`config.mk`:
```
export PLATFORM = sky130hd
export DESIGN_NAME = acc12_core
export DESIGN_NICKNAME = d
export VERILOG_FILES = /design/src/rtl/acc12_pkg.sv /design/src/rtl/acc12_ea.sv /design/src/rtl/acc12_opr.sv /design/src/rtl/acc12_core.sv
export SDC_FILE = /design/constraint.sdc
export NUM_CORES = 1
export LEC_CHECK = 0
export ABC_AREA = 0
export ABC_CLOCK_PERIOD_IN_PS = 3700
export BUFFER_PORTS_ARGS = -buffer_cell sky130_fd_sc_hd__buf_2
export CAP_MARGIN = 20
export CORE_UTILIZATION = 45
export DETAILED_ROUTE_END_ITERATION = 10
export PLACE_DENSITY = 0.6
export REMOVE_ABC_BUFFERS = 1
export SYNTH_ARGS = -nofsm -noshare
export SYNTH_HDL_FRONTEND = slang
export SYNTH_SLANG_ARGS = --single-unit
```
`constraint.sdc`:
```
create_clock -name clk -period 3.7 [get_ports clk]
set_input_delay 0.74 -clock clk [delete_from_list [all_inputs] [get_ports clk]]
set_output_delay 0.74 -clock clk [all_outputs]
set_load 0.005 [all_outputs]
```
`src/rtl/acc12_pkg.sv`:
```
// Shared types for the twelve-bit accumulator core.
// Assumes a three-bit major opcode field at the top of the instruction word.
package acc12_pkg;

    typedef enum logic [2:0] {
        OP_AND = 3'd0,
        OP_TAD = 3'd1,
        OP_ISZ = 3'd2,
        OP_DCA = 3'd3,
        OP_JMS = 3'd4,
        OP_JMP = 3'd5,
        OP_IOT = 3'd6,
        OP_OPR = 3'd7
    } opcode_t;

    typedef enum logic [2:0] {
        ST_FETCH,
        ST_DECODE,
        ST_IND,
        ST_EXEC,
        ST_OPND
    } seq_state_t;

    // I/O group function codes held in the three low bits
    localparam logic [2:0] IOT_INT_ON  = 3'd1;
    localparam logic [2:0] IOT_INT_OFF = 3'd2;

endpackage

```
`src/rtl/acc12_ea.sv`:
```
// Forms the direct operand address of a memory-reference instruction.
// Assumes the page select flag chooses page zero (0) or the page that
// holds the instruction (1); no autoindexing is performed.
module acc12_ea #(
    parameter int WORD_W = 12,
    parameter int OFFS_W = 7,
    localparam int PAGE_W = WORD_W - OFFS_W
) (
    input  logic [OFFS_W-1:0] offset,
    input  logic              page_sel,
    input  logic [PAGE_W-1:0] cur_page,
    output logic [WORD_W-1:0] ea
);

    // Choose the page base and append the offset
    always_comb begin
        ea = {(page_sel ? cur_page : {PAGE_W{1'b0}}), offset};
    end

endmodule

```
`src/rtl/acc12_opr.sv`:
```
// Combinational operate-group unit: microcoded accumulator, link and MQ
// operations and skip tests. Takes the low nine instruction bits only;
// assumes the caller applies results only for the operate opcode.
module acc12_opr #(
    parameter int WORD_W = 12
) (
    input  logic [8:0]        ubits,
    input  logic [WORD_W-1:0] ac_i,
    input  logic              link_i,
    input  logic [WORD_W-1:0] mq_i,
    output logic [WORD_W-1:0] ac_o,
    output logic              link_o,
    output logic [WORD_W-1:0] mq_o,
    output logic              skip_o
);

    localparam int B_GRP  = 8;
    localparam int B_CLA  = 7;
    localparam int B_CLL  = 6;
    localparam int B_CMA  = 5;
    localparam int B_CML  = 4;
    localparam int B_RAR  = 3;
    localparam int B_RAL  = 2;
    localparam int B_TWO  = 1;
    localparam int B_IAC  = 0;
    localparam int B_SMA  = 6;
    localparam int B_SZA  = 5;
    localparam int B_SNL  = 4;
    localparam int B_REV  = 3;
    localparam int B_MQA  = 6;
    localparam int B_MQL  = 4;

    logic [WORD_W-1:0] a_v;
    logic [WORD_W-1:0] m_v;
    logic [WORD_W-1:0] t_v;
    logic [WORD_W:0]   inc_v;
    logic              l_v;
    logic              cond_v;

    // Evaluate the selected microgroup in its fixed order of steps
    always_comb begin
        a_v    = ac_i;
        l_v    = link_i;
        m_v    = mq_i;
        t_v    = '0;
        inc_v  = '0;
        cond_v = 1'b0;
        skip_o = 1'b0;
        if (!ubits[B_GRP]) begin
            if (ubits[B_CLA]) a_v = '0;
            if (ubits[B_CLL]) l_v = 1'b0;
            if (ubits[B_CMA]) a_v = ~a_v;
            if (ubits[B_CML]) l_v = ~l_v;
            if (ubits[B_IAC]) begin
                inc_v = {1'b0, a_v} + 1'b1;
                a_v   = inc_v[WORD_W-1:0];
                l_v   = l_v ^ inc_v[WORD_W];
            end
            if (ubits[B_RAL] && !ubits[B_RAR]) begin
                {l_v, a_v} = {a_v, l_v};
                if (ubits[B_TWO]) {l_v, a_v} = {a_v, l_v};
            end
            if (ubits[B_RAR] && !ubits[B_RAL]) begin
                {l_v, a_v} = {a_v[0], l_v, a_v[WORD_W-1:1]};
                if (ubits[B_TWO]) {l_v, a_v} = {a_v[0], l_v, a_v[WORD_W-1:1]};
            end
        end else if (!ubits[0]) begin
            cond_v = (ubits[B_SMA] && ac_i[WORD_W-1]) ||
                     (ubits[B_SZA] && (ac_i == '0)) ||
                     (ubits[B_SNL] && link_i);
            skip_o = ubits[B_REV] ? !cond_v : cond_v;
            if (ubits[B_CLA]) a_v = '0;
        end else begin
            if (ubits[B_CLA]) a_v = '0;
            t_v = a_v;
            if (ubits[B_MQA] && ubits[B_MQL]) begin
                a_v = m_v;
                m_v = t_v;
            end else if (ubits[B_MQA]) begin
                a_v = a_v | m_v;
            end else if (ubits[B_MQL]) begin
                m_v = a_v;
                a_v = '0;
            end
        end
        ac_o   = a_v;
        link_o = l_v;
        mq_o   = m_v;
    end

endmodule

```
`src/rtl/acc12_core.sv`:
```
// Twelve-bit single-accumulator core with a fetch/execute sequencer,
// page-relative and indirect addressing, call linkage through the target
// word and one maskable interrupt. Assumes a word memory whose read data
// arrives one cycle after mem_rd and whose writes land at the clock edge.
module acc12_core #(
    parameter int WORD_W     = 12,
    parameter int OFFS_W     = 7,
    parameter int START_ADDR = 'o200
) (
    input  logic              clk,
    input  logic              rst_n,
    input  logic              irq,
    output logic              mem_rd,
    output logic              mem_wr,
    output logic [WORD_W-1:0] mem_addr,
    output logic [WORD_W-1:0] mem_wdata,
    input  logic [WORD_W-1:0] mem_rdata
);
    import acc12_pkg::*;

    localparam int OPC_LSB  = WORD_W - 3;
    localparam int IND_BIT  = WORD_W - 4;
    localparam int PAGE_BIT = WORD_W - 5;
    localparam int PAGE_W   = WORD_W - OFFS_W;
    localparam logic [WORD_W-1:0] START_W  = WORD_W'(START_ADDR);
    localparam logic [WORD_W-1:0] VEC_SAVE = '0;
    localparam logic [WORD_W-1:0] VEC_RUN  = WORD_W'(1);

    seq_state_t        state_q;
    opcode_t           op_q;
    logic [WORD_W-1:0] pc_q;
    logic [WORD_W-1:0] ac_q;
    logic [WORD_W-1:0] mq_q;
    logic [WORD_W-1:0] ea_q;
    logic              link_q;
    logic              ie_q;
    logic              hold_q;

    opcode_t           op_now;
    logic              is_mri;
    logic              take_int;
    logic [WORD_W-1:0] ea_dir;
    logic [WORD_W-1:0] isz_val;
    logic [WORD_W:0]   tad_sum;
    logic [WORD_W-1:0] opr_ac;
    logic [WORD_W-1:0] opr_mq;
    logic              opr_link;
    logic              opr_skip;

    assign op_now   = opcode_t'(mem_rdata[OPC_LSB +: 3]);
    assign is_mri   = (op_now != OP_IOT) && (op_now != OP_OPR);
    assign take_int = ie_q && irq && !hold_q;
    assign isz_val  = mem_rdata + 1'b1;
    assign tad_sum  = {1'b0, ac_q} + {1'b0, mem_rdata};

    acc12_ea #(
        .WORD_W (WORD_W),
        .OFFS_W (OFFS_W)
    ) u_ea (
        .offset   (mem_rdata[OFFS_W-1:0]),
        .page_sel (mem_rdata[PAGE_BIT]),
        .cur_page (pc_q[WORD_W-1:OFFS_W]),
        .ea       (ea_dir)
    );

    acc12_opr #(
        .WORD_W (WORD_W)
    ) u_opr (
        .ubits  (mem_rdata[8:0]),
        .ac_i   (ac_q),
        .link_i (link_q),
        .mq_i   (mq_q),
        .ac_o   (opr_ac),
        .link_o (opr_link),
        .mq_o   (opr_mq),
        .skip_o (opr_skip)
    );

    // Drive the memory port from the sequencer state
    always_comb begin
        mem_rd    = 1'b0;
        mem_wr    = 1'b0;
        mem_addr  = pc_q;
        mem_wdata = '0;
        unique case (state_q)
            ST_FETCH: begin
                if (take_int) begin
                    mem_wr    = 1'b1;
                    mem_addr  = VEC_SAVE;
                    mem_wdata = pc_q;
                end else begin
                    mem_rd = 1'b1;
                end
            end
            ST_DECODE: begin
                if (is_mri && mem_rdata[IND_BIT]) begin
                    mem_rd   = 1'b1;
                    mem_addr = ea_dir;
                end
            end
            ST_EXEC: begin
                mem_addr = ea_q;
                case (op_q)
                    OP_AND, OP_TAD, OP_ISZ: mem_rd = 1'b1;
                    OP_DCA: begin
                        mem_wr    = 1'b1;
                        mem_wdata = ac_q;
                    end
                    OP_JMS: begin
                        mem_wr    = 1'b1;
                        mem_wdata = pc_q;
                    end
                    default: ;
                endcase
            end
            ST_OPND: begin
                mem_addr = ea_q;
                if (op_q == OP_ISZ) begin
                    mem_wr    = 1'b1;
                    mem_wdata = isz_val;
                end
            end
            default: ;
        endcase
    end

    // Sequencer and architectural registers
    always_ff @(posedge clk) begin
        if (!rst_n) begin
            state_q <= ST_FETCH;
            op_q    <= OP_AND;
            pc_q    <= START_W;
            ac_q    <= '0;
            mq_q    <= '0;
            ea_q    <= '0;
            link_q  <= 1'b0;
            ie_q    <= 1'b0;
            hold_q  <= 1'b0;
        end else begin
            unique case (state_q)
                ST_FETCH: begin
                    if (take_int) begin
                        pc_q <= VEC_RUN;
                        ie_q <= 1'b0;
                    end else begin
                        hold_q  <= 1'b0;
                        state_q <= ST_DECODE;
                    end
                end
                ST_DECODE: begin
                    op_q    <= op_now;
                    pc_q    <= pc_q + 1'b1;
                    state_q <= ST_FETCH;
                    if (is_mri) begin
                        ea_q    <= ea_dir;
                        state_q <= mem_rdata[IND_BIT] ? ST_IND : ST_EXEC;
                    end else if (op_now == OP_IOT) begin
                        if (mem_rdata[2:0] == IOT_INT_ON) begin
                            ie_q   <= 1'b1;
                            hold_q <= 1'b1;
                        end else if (mem_rdata[2:0] == IOT_INT_OFF) begin
                            ie_q <= 1'b0;
                        end
                    end else begin
                        ac_q   <= opr_ac;
                        link_q <= opr_link;
                        mq_q   <= opr_mq;
                        if (opr_skip) pc_q <= pc_q + WORD_W'(2);
                    end
                end
                ST_IND: begin
                    ea_q    <= mem_rdata;
                    state_q <= ST_EXEC;
                end
                ST_EXEC: begin
                    state_q <= ST_FETCH;
                    case (op_q)
                        OP_AND, OP_TAD, OP_ISZ: state_q <= ST_OPND;
                        OP_DCA: ac_q <= '0;
                        OP_JMS: pc_q <= ea_q + 1'b1;
                        OP_JMP: pc_q <= ea_q;
                        default: ;
                    endcase
                end
                ST_OPND: begin
                    state_q <= ST_FETCH;
                    case (op_q)
                        OP_AND: ac_q <= ac_q & mem_rdata;
                        OP_TAD: begin
                            ac_q   <= tad_sum[WORD_W-1:0];
                            link_q <= link_q ^ tad_sum[WORD_W];
                        end
                        OP_ISZ: if (isz_val == '0) pc_q <= pc_q + 1'b1;
                        default: ;
                    endcase
                end
                default: state_q <= ST_FETCH;
            endcase
        end
    end

    AST_RESET_STATE: assert property (@(posedge clk)
        !rst_n |=> (pc_q == START_W && ac_q == '0 && !link_q && !ie_q));

    AST_DCA_CLEARS: assert property (@(posedge clk) disable iff (!rst_n)
        (mem_wr && state_q == ST_EXEC && op_q == OP_DCA) |=> (ac_q == '0));

    AST_ISZ_SKIP: assert property (@(posedge clk) disable iff (!rst_n)
        (state_q == ST_OPND && op_q == OP_ISZ && mem_rdata == {WORD_W{1'b1}})
        |=> (pc_q == WORD_W'($past(pc_q) + 1'b1)));

    AST_CALL_TARGET: assert property (@(posedge clk) disable iff (!rst_n)
        (state_q == ST_EXEC && op_q == OP_JMS)
        |=> (pc_q == WORD_W'($past(ea_q) + 1'b1) && state_q == ST_FETCH));

    AST_OPR_SKIP: assert property (@(posedge clk) disable iff (!rst_n)
        (state_q == ST_DECODE && op_now == OP_OPR && opr_skip)
        |=> (pc_q == WORD_W'($past(pc_q) + 2'd2)));

    AST_INT_VECTOR: assert property (@(posedge clk) disable iff (!rst_n)
        (state_q == ST_FETCH && mem_wr && mem_addr == VEC_SAVE)
        |=> (pc_q == VEC_RUN && !ie_q));

    AST_ION_HOLD: assert property (@(posedge clk) disable iff (!rst_n)
        (state_q == ST_FETCH && hold_q) |-> !mem_wr);

    AST_PORT_EXCL: assert property (@(posedge clk) disable iff (!rst_n)
        !(mem_rd && mem_wr));

endmodule

```
==> results of run 1 <==
## cells by family after synthesis
family          after synthesis
simple gates                348
flops                        57
compound gates              276
buf+inv                      97
xor+xnor                     51
mux                          23
fa+ha+maj                    21
## tightest hold or removal path: stages, from the launching register on
cell	delay, ns
dfxtp_1	0.30
inv_1	0.05
a211oi_1	0.06
## placed cells by master (no fill, tap or decap), types with 12 or more instances in the layout
master / n
mux2i_1: 21
and3_1: 12
nor2_1: 84
nand4_1: 13
buf_2: 40
o21ai_0: 54
nor3_1: 31
xor2_1: 17
a211oi_1: 14
ha_1: 20
dfxtp_1: 57
xnor2_1: 33
a311oi_1: 14
buf_4: 41
a22oi_1: 22
inv_1: 27
nand3_1: 36
a21oi_1: 60
nand2_1: 106
nor2b_1: 14
## metal layers
metal  track usage (%)  up-vias  part of all wire [%]
li1                  -     3282                     -
met1             39.92     3271                    40
met2             58.59      340                    48
met3             5.843       84                   7.0
met4             19.62        0                   5.1
met5                 0        -                     0
## Yosys cell counts (4+ instances only)
library cell	n
o21bai_1	5
buf_6	7
clkbuf_8	4
a222oi_1	7
o31ai_1	6
or3_1	5
o21a_1	4
a311oi_1	14
nor3_1	31
a2111oi_0	5
and2_1	10
clkbuf_1	44
o22ai_1	8
xor2_1	17
xnor2_1	33
nor2b_1	14
a22oi_1	22
a221oi_1	4
o21ai_0	54
and3_1	12
o221ai_1	4
nor2_1	84
mux2i_1	21
nor4_1	5
and4_1	4
o211ai_1	11
dfxtp_1	57
nand3_1	36
a21oi_1	60
a21o_1	5
a22o_1	8
buf_2	7
a211oi_1	14
nand2b_1	10
a31oi_1	11
nand4_1	13
nand2_1	106
a31o_2	6
inv_1	27
ha_1	20
## area by class of cell
class                           instances  area share [%]
Multi-Input combinational cell        719           66.39
Sequential cell                        57           16.67
Clock inverter                          4           1.115
Clock buffer                           12           3.600
Tap cell                              176           3.216
Timing Repair Buffer                   81           7.420
Inverter                               29           1.590
## flip-flops by register name (all words and copies together), names as in the netlist
name     count
pc_q        12
op_q         3
link_q       1
ac_q        12
mq_q        12
ea_q        12
ie_q         1
hold_q       1
state_q      3
## worst min path at each step
stage	slack, ns	to	startpoint
4_1_cts	0.46	hold_q	hold_q
3_3_place_gp	0.44	hold_q	hold_q
2_1_floorplan	0.43	hold_q	hold_q
6_report	0.46	hold_q	hold_q
5_1_grt	0.49	hold_q	hold_q
3_5_place_dp	0.45	hold_q	hold_q
## power by group
| group | switching (mW) | total, mW | internal (mW) | leakage [nW] |
|---|---|---|---|---|
| registers | 0.0740 | 0.723 | 0.650 | 0.464 |
| clock network | 0.328 | 0.938 | 0.610 | 0.153 |
| logic | 0.423 | 0.662 | 0.239 | 1.99 |
==> flow_summary.json, run 1 <==
{
  "numPlacedInstances": 1062,
  "post_cts.resized_instances": 0,
  "hpwlAfterDp_mm": 17.96,
  "cts_sinks": 57,
  "cap_viol_max_count": 0,
  "setup_viol_count_final": 0,
  "cts_hold_repair.buffers": 0,
  "antenna_found_initial": 0,
  "synthArstFlopShare_pct": 0,
  "final_layout_size_suffix_gt1_share_pct": 13.08,
  "die_w_um": 119.0,
  "placement_rows": 42,
  "synthSimpleGateAreaFrac_pct": 27.03,
  "post_synth_xor_area_fraction_pct": 7.378,
  "synth-edff-count": 0,
  "post-route-worst-setup-slack_ns": 0.4279,
  "timing_hold_violations_final": 0,
  "worstPathMaxFanout": 18,
  "avgRoutedWirePerCell_um": 22.32,
  "synthDistinctLibCells": 78,
  "slew_headroom_pct": 35.40,
  "ff2ff_setup_slack_ns": 0.48,
  "hold_path_depth": 2,
  "htree_num_levels": 3,
  "synth_cells": 873,
  "synth_top_family_by_area": "compound AO/OA/AOI/OAI gates",
  "grt_first_pass_wirelength_mm": 37.00,
  "wirelength_mm": 24.06,
  "floorplan.initialDensity_pct": 46.30,
  "path_cells": "buf_2 > ha_1 > and3_1 > nand4_1 > xor2_1 > o21ai_0 > buf_2",
  "cp.buffers_inverters": 2,
  "clk_pin_slew_worst_paths_ns": 0.06,
  "most_frequent_cp_cell": "buf_2",
  "number_of_stages_on_the_worst_setup_path": 7,
  "critical_path.reg2reg.startpoint": "ac_q[4]",
  "synth_seq_cells": 57,
  "timing.hold.worst.class": "flip-flop to flip-flop",
  "global_route.usage.total_pct": 34.12,
  "total_number_of_nets_in_the_final_design": 933,
  "critical_path.endpoint": "mem_wdata[8]",
  "final_core_utilization_pct": 51.50,
  "synth_compound_area_share_pct": 31.14,
  "clock_tree.root_cell": "clkbuf_16",
  "drc": 0,
  "critPathSlowestCell": "buf_2",
  "dpl_worst_slack_ns": 0.1154,
  "post_layout_nonfiller_instances": 1078,
  "ys.warnings.count": 0,
  "synth_area_leaders": "dfxtp_1 (19%), nand2_1 (6.5%), nor2_1 (5.1%)",
  "postLayoutCellArea_um2": 6847,
  "core_area_um2": 13300,
  "ys_dominant_reg_cell": "dfxtp_1",
  "vias": 6977,
  "cp-startpoint": "mem_rdata[0]",
  "cts-buffers-inserted": 9,
  "grt_max_degree": 28,
  "synthDominantAreaCellType": "dfxtp_1",
  "r2r_cells": 8,
  "post-cts-setup-buffers": 0,
  "yosys.area_share.adder_pct": 4.390,
  "static-leakage-power_nw": 2.602,
  "synth_area_um2": 6156,
  "globalplace.congestion": 0.9688,
  "worst_r2r_endpoint": "pc_q[7]",
  "synth_area_per_cell_um2": 7.051,
  "die_area_um2": 14150,
  "die-height_um": 119.0,
  "design_power_total_mw": 2.323,
  "tns_ns": 0,
  "drt-initial-drc-count": 684,
  "maxSlewViolCount": 0,
  "cp_data_required_time_ns": 2.96,
  "maximum_clock_insertion_buffer_count": 2,
  "top_level_ports": 41,
  "powerDensity_nw_per_um2": 339.4,
  "nFillCells": 1357,
  "drt_pre_antenna_iters": 6,
  "multiInputGateArea_um2": 4546,
  "post_synthesis_to_final_layout_area_growth_pct": 11.22,
  "mux_contribution_to_synthesized_area_pct": 3.780,
  "critical_path_class": "input pin to output pin",
  "seq_area_um2": 1141,
  "timing.fmax_mhz": 305.6,
  "irDropWorstVdd_mv": 0.1965,
  "tightestPinTransition_ns": 0.9691,
  "finalCriticalPeriod_ns": 3.272,
  "final_hold_slack_ns": 0.4554,
  "placedInstanceArea_um2": 6524,
  "viasPerCell": 6.472,
  "overflow": 0,
  "timing.critical_path.arrival_ns": 2.53,
  "yosysTopAreaCellShare_pct": 18.54,
  "crit_family": "buffers and inverters",
  "clk_latency_worst_skew_pair_ns": 0.35,
  "antenna_left": 0,
  "final.period_utilization_pct": 88.44,
  "first_global_vias": 6606,
  "max_stage_delay_ns": 0.42,
  "end_kind": "output pin",
  "insertedDiodeCount": 0,
  "worst_clock_skew_ns": 0.008066,
  "tritoncts": "built",
  "port-buffer-count": 40,
  "yosysSeqAreaShare_pct": 18.54,
  "outcome": "completed",
  "grt_setup_unrepaired": "no",
  "startpoint_type_of_the_worst_setup_path": "input pin"
}
(Power assumes the default switching activity.)
==> run 2: changes to the inputs <==
CTS_BUF_LIST = sky130_fd_sc_hd__clkbuf_16   (was default)
==> flow_summary.json, run 2 (synthesized netlist as in run 1, its figures left out) <==
{
  "grt_first_pass_wirelength_mm": 36.95,
  "slew_headroom_pct": 35.17,
  "drt-initial-drc-count": 670,
  "worst_clock_skew_ns": 0.008727,
  "end_kind": "flip-flop",
  "finalCriticalPeriod_ns": 3.301,
  "clk_latency_worst_skew_pair_ns": 0.35,
  "cts_hold_repair.buffers": 0,
  "clock_tree.root_cell": "clkbuf_16",
  "setup_viol_count_final": 0,
  "startpoint_type_of_the_worst_setup_path": "input pin",
  "drt_pre_antenna_iters": 8,
  "timing_hold_violations_final": 0,
  "final_common_cell": "nand2_1",
  "total_number_of_nets_in_the_final_design": 933,
  "cts_sinks": 57,
  "placement_rows": 42,
  "irDropWorstVdd_mv": 0.1955,
  "tightestPinTransition_ns": 0.9725,
  "core_area_um2": 13300,
  "cts-buffers-inserted": 9,
  "post_cts.resized_instances": 0,
  "avgRoutedWirePerCell_um": 22.36,
  "die-height_um": 119.0,
  "post-cts-setup-buffers": 0,
  "first_global_vias": 6597,
  "timing.critical_path.arrival_ns": 3.57,
  "route.layer.met1.wl_mm": 9.683,
  "tritoncts": "built",
  "design_power_total_mw": 2.298,
  "insertedDiodeCount": 0,
  "detailroute.wirelength.met3_mm": 1.626,
  "wirelength_mm": 24.11,
  "maxSlewViolCount": 0,
  "outcome": "completed",
  "seq_area_um2": 1141,
  "htree_num_levels": 3,
  "static-leakage-power_nw": 2.605,
  "powerDensity_nw_per_um2": 336.2,
  "vias": 7033,
  "hpwlAfterDp_mm": 17.96,
  "clk_pin_slew_worst_paths_ns": 0.06,
  "global_route.usage.total_pct": 34.09,
  "timing.hold.worst.class": "flip-flop to flip-flop",
  "nFillCells": 1357,
  "final.period_utilization_pct": 89.22,
  "die_w_um": 119.0,
  "cap_viol_max_count": 0,
  "timing.fmax_mhz": 302.9,
  "grt_max_degree": 28,
  "die_area_um2": 14150,
  "drc": 0,
  "globalplace.congestion": 0.9688,
  "port-buffer-count": 40,
  "overflow": 0,
  "antenna_found_initial": 0,
  "grt_setup_unrepaired": "no",
  "route.top_layer_used": "met4",
  "final_layout_size_suffix_gt1_share_pct": 12.97,
  "final_cell_mix": "nand2_1 (106), nor2_1 (84), a21oi_1 (60), dfxtp_1 (57), o21ai_0 (54)",
  "critical_path_class": "input pin to flip-flop",
  "wl_met2_mm": 11.70,
  "maximum_clock_insertion_buffer_count": 2,
  "floorplan.initialDensity_pct": 46.30,
  "multiInputGateArea_um2": 4546,
  "viasPerCell": 6.524,
  "post_synthesis_to_final_layout_area_growth_pct": 11.06,
  "antenna_left": 0,
  "tns_ns": 0,
  "top_level_ports": 41,
  "cp_data_required_time_ns": 3.97,
  "worstPathMaxFanout": 7
}
[run 2: path summary, 6_finish.rpt]
kind                     start        to  slack (ns)  cells past startpoint
hold reg to reg         hold_q    hold_q        0.45                      2
hold / removal          hold_q    hold_q        0.45                      2
setup reg to reg       ac_q[4]   pc_q[7]        0.50                      8
setup / recovery  mem_rdata[7]  ac_q[10]        0.40                     12
[run 2: worst max-delay path: stages]
cell and delay [ns]:
buf_2 0.14, nor2b_1 0.22, xnor2_1 0.18, ha_1 0.22, and2_1 0.25, a32o_1 0.33, a21bo_4 0.28, a221oi_4 0.31
xor2_2 0.17, a2111oi_0 0.45, nand2_1 0.10, o22ai_1 0.17
[run 2: metrics by stage]
stage / util [%] / hold slack [ns] / setup WS, ns / area (um2) / std cells
after floorplan: - / 0.4322 / 0.4926 / 5788 / 805
after global placement: 49.07 / 0.4427 / 0.2043 / 6524 / 1062
after detailed placement: 49.07 / 0.4492 / 0.1154 / 6524 / 1062
after CTS: 51.42 / 0.4584 / 0.4583 / 6837 / 1078
after global routing: 51.42 / 0.4882 / 0.1556 / 6837 / 1078
final: 51.42 / 0.4542 / 0.3989 / 6837 / 1078
[run 2: cell type report]
type,instances,area share [%]
Clock inverter,7,1.281
Timing Repair Buffer,81,7.430
Multi-Input combinational cell,719,66.49
Inverter,29,1.592
Tap cell,176,3.221
Sequential cell,57,16.69
Clock buffer,9,3.294
[run 2: report_power, final]
part / internal (mW) / switching [mW] / leakage, nW / total [mW]
Clock: 0.583 / 0.329 / 0.156 / 0.913
Sequential: 0.650 / 0.0743 / 0.464 / 0.724
Combinational: 0.239 / 0.422 / 1.99 / 0.662
Total: 1.47 / 0.826 / 2.60 / 2.30
[run 2: routing by layer]
layer	global-route usage, %	up-vias
met5	0	-
met4	19.70	0
met3	5.891	75
met2	58.52	353
met1	39.83	3326
li1	-	3279
==> run 3: changes to the inputs <==
ABC_CLOCK_PERIOD_IN_PS = 2670   (was 3700)
PLACE_DENSITY = 0.63   (was 0.6)
clock period = 2.67 ns   (was 3.7 ns; I/O delays follow)
==> flow_summary.json, run 3 (synthesized netlist as in run 1, its figures left out) <==
{
  "outcome": "finished with violations",
  "failing_checks": "setup timing",
  "critical_path.reg2reg.startpoint": "ac_q[1]",
  "grt_max_degree": 42,
  "nFillCells": 1240,
  "seq_area_um2": 1152,
  "timing_hold_violations_final": 0,
  "hpwlAfterDp_mm": 18.27,
  "path_cells": "nor2b_4 > xnor2_2 > ha_2 > and2_4 > a32o_2 > a21bo_4 > a221oi_4 > xor2_2 > o31ai_2 > a311oi_2 > a21oi_1",
  "worst_clock_skew_ns": 0.009434,
  "worstPathMaxFanout": 4,
  "wirelength_mm": 24.96,
  "vias": 7689,
  "final_layout_size_suffix_gt1_share_pct": 29.11,
  "multiInputGateArea_um2": 4811,
  "number_of_stages_on_the_worst_setup_path": 11,
  "drt-initial-drc-count": 965,
  "cap_viol_max_count": 0,
  "grt_first_pass_wirelength_mm": 38.24,
  "critPathSlowestCell": "dfxtp_4",
  "slew_headroom_pct": 60.34,
  "final_cell_mix": "buf_4 (154), nand2_1 (104), nor2_1 (84), a21oi_1 (58), dfxtp_1 (52)",
  "end_kind": "flip-flop",
  "die_w_um": 119.0,
  "drt_pre_antenna_iters": 6,
  "cts_hold_repair.buffers": 0,
  "finalCriticalPeriod_ns": 2.714,
  "overflow": 0,
  "cts_sinks": 57,
  "globalplace.congestion": 0.9798,
  "top_level_ports": 41,
  "post_layout_nonfiller_instances": 1203,
  "ff2ff_setup_slack_ns": -0.04,
  "avgRoutedWirePerCell_um": 20.74,
  "first_global_vias": 6989,
  "static-leakage-power_nw": 3.324,
  "cp-startpoint": "ac_q[1]",
  "grt_setup_unrepaired": "yes",
  "die-height_um": 119.0,
  "clock_tree.root_cell": "clkbuf_16",
  "final.period_utilization_pct": 101.6,
  "critical_path.endpoint": "ac_q[9]",
  "tns_ns": -0.1092,
  "timing.critical_path.arrival_ns": 2.94,
  "startpoint_type_of_the_worst_setup_path": "flip-flop",
  "insertedDiodeCount": 0,
  "placement_rows": 42,
  "max_stage_delay_ns": 0.38,
  "clk_pin_slew_worst_paths_ns": 0.06,
  "port-buffer-count": 40,
  "tightestPinTransition_ns": 0.5935,
  "r2r_cells": 11,
  "cp.buffers_inverters": 0,
  "irDropWorstVdd_mv": 0.4692,
  "core_area_um2": 13300,
  "tritoncts": "built",
  "cp_data_required_time_ns": 2.90,
  "cts-buffers-inserted": 9,
  "htree_num_levels": 3,
  "drc": 0,
  "powerDensity_nw_per_um2": 430.9,
  "global_route.usage.total_pct": 34.93,
  "critical_path_class": "flip-flop to flip-flop",
  "viasPerCell": 6.392,
  "timing.fmax_mhz": 368.5,
  "worst_r2r_endpoint": "ac_q[9]",
  "antenna_left": 0,
  "post-route-worst-setup-slack_ns": -0.04390,
  "floorplan.initialDensity_pct": 46.30,
  "setup_viol_count_final": 4,
  "post_synthesis_to_final_layout_area_growth_pct": 32.17,
  "antenna_found_initial": 0,
  "clk_latency_worst_skew_pair_ns": 0.35,
  "crit_family": "compound AO/OA/AOI/OAI gates",
  "numPlacedInstances": 1172,
  "timing.hold.worst.class": "flip-flop to flip-flop",
  "total_number_of_nets_in_the_final_design": 1058,
  "maxSlewViolCount": 0,
  "maximum_clock_insertion_buffer_count": 2,
  "die_area_um2": 14150,
  "final_common_cell": "buf_4"
}
-- run 3: tightest hold or removal path: stages, from the launching register on --
cell	delay, ns
dfxtp_1	0.30
inv_1	0.05
a211oi_1	0.06
-- run 3: cell type report --
class	instances	share of cell area [%]
clock buffer	9	2.768
tap	176	2.706
clock inverter	7	1.353
timing repair buffer	206	18.55
sequential	57	14.16
inverter	29	1.338
multi-input combinational	719	59.13
-- run 3: worst min-delay path by stage --
stage	slack (ns)	cells past startpoint	endpoint	startpoint
floorplan	0.43	2	hold_q	hold_q
global placement	0.44	2	hold_q	hold_q
detailed placement	0.45	2	hold_q	hold_q
CTS	0.46	2	hold_q	hold_q
global route	0.47	2	hold_q	hold_q
finish	0.45	2	hold_q	hold_q
-- run 3: per-layer routing --
layer	track usage, %	vias to the layer above	routed length [um]
li1	-	3533	-
met1	43.51	3575	10150
met2	55.45	453	11310
met3	5.651	128	1808
met4	23.34	0	1693
met5	0	-	0
-- run 3: per-stage QoR --
stage	setup WS, ns	utilization, %	hold WS [ns]	power [mW]	instance area [um2]
2_1_floorplan	-0.3314	-	0.4322	1.532	5788
3_3_place_gp	-0.3806	55.47	0.4448	2.064	7375
3_5_place_dp	-0.4035	55.47	0.4472	2.069	7375
4_1_cts	0.01263	58.84	0.4557	3.430	7823
5_1_grt	-0.1693	61.20	0.4739	3.635	8137
6_report	-0.04390	61.20	0.4538	3.506	8137
-- run 3: report_power, final --
part / switching (mW) / internal [mW]
clock: 0.444 / 0.902
sequential: 0.0862 / 0.900
combinational: 0.670 / 0.503
total: 1.20 / 2.31
-- run 3: timing repair --
item / in CTS / in global routing
cloned: 0 / 1
pin swaps: 6 / 29
buffers inserted: 3 / 11
setup endpoints to repair: 29 / 39
gates resized for setup: 25 / 63
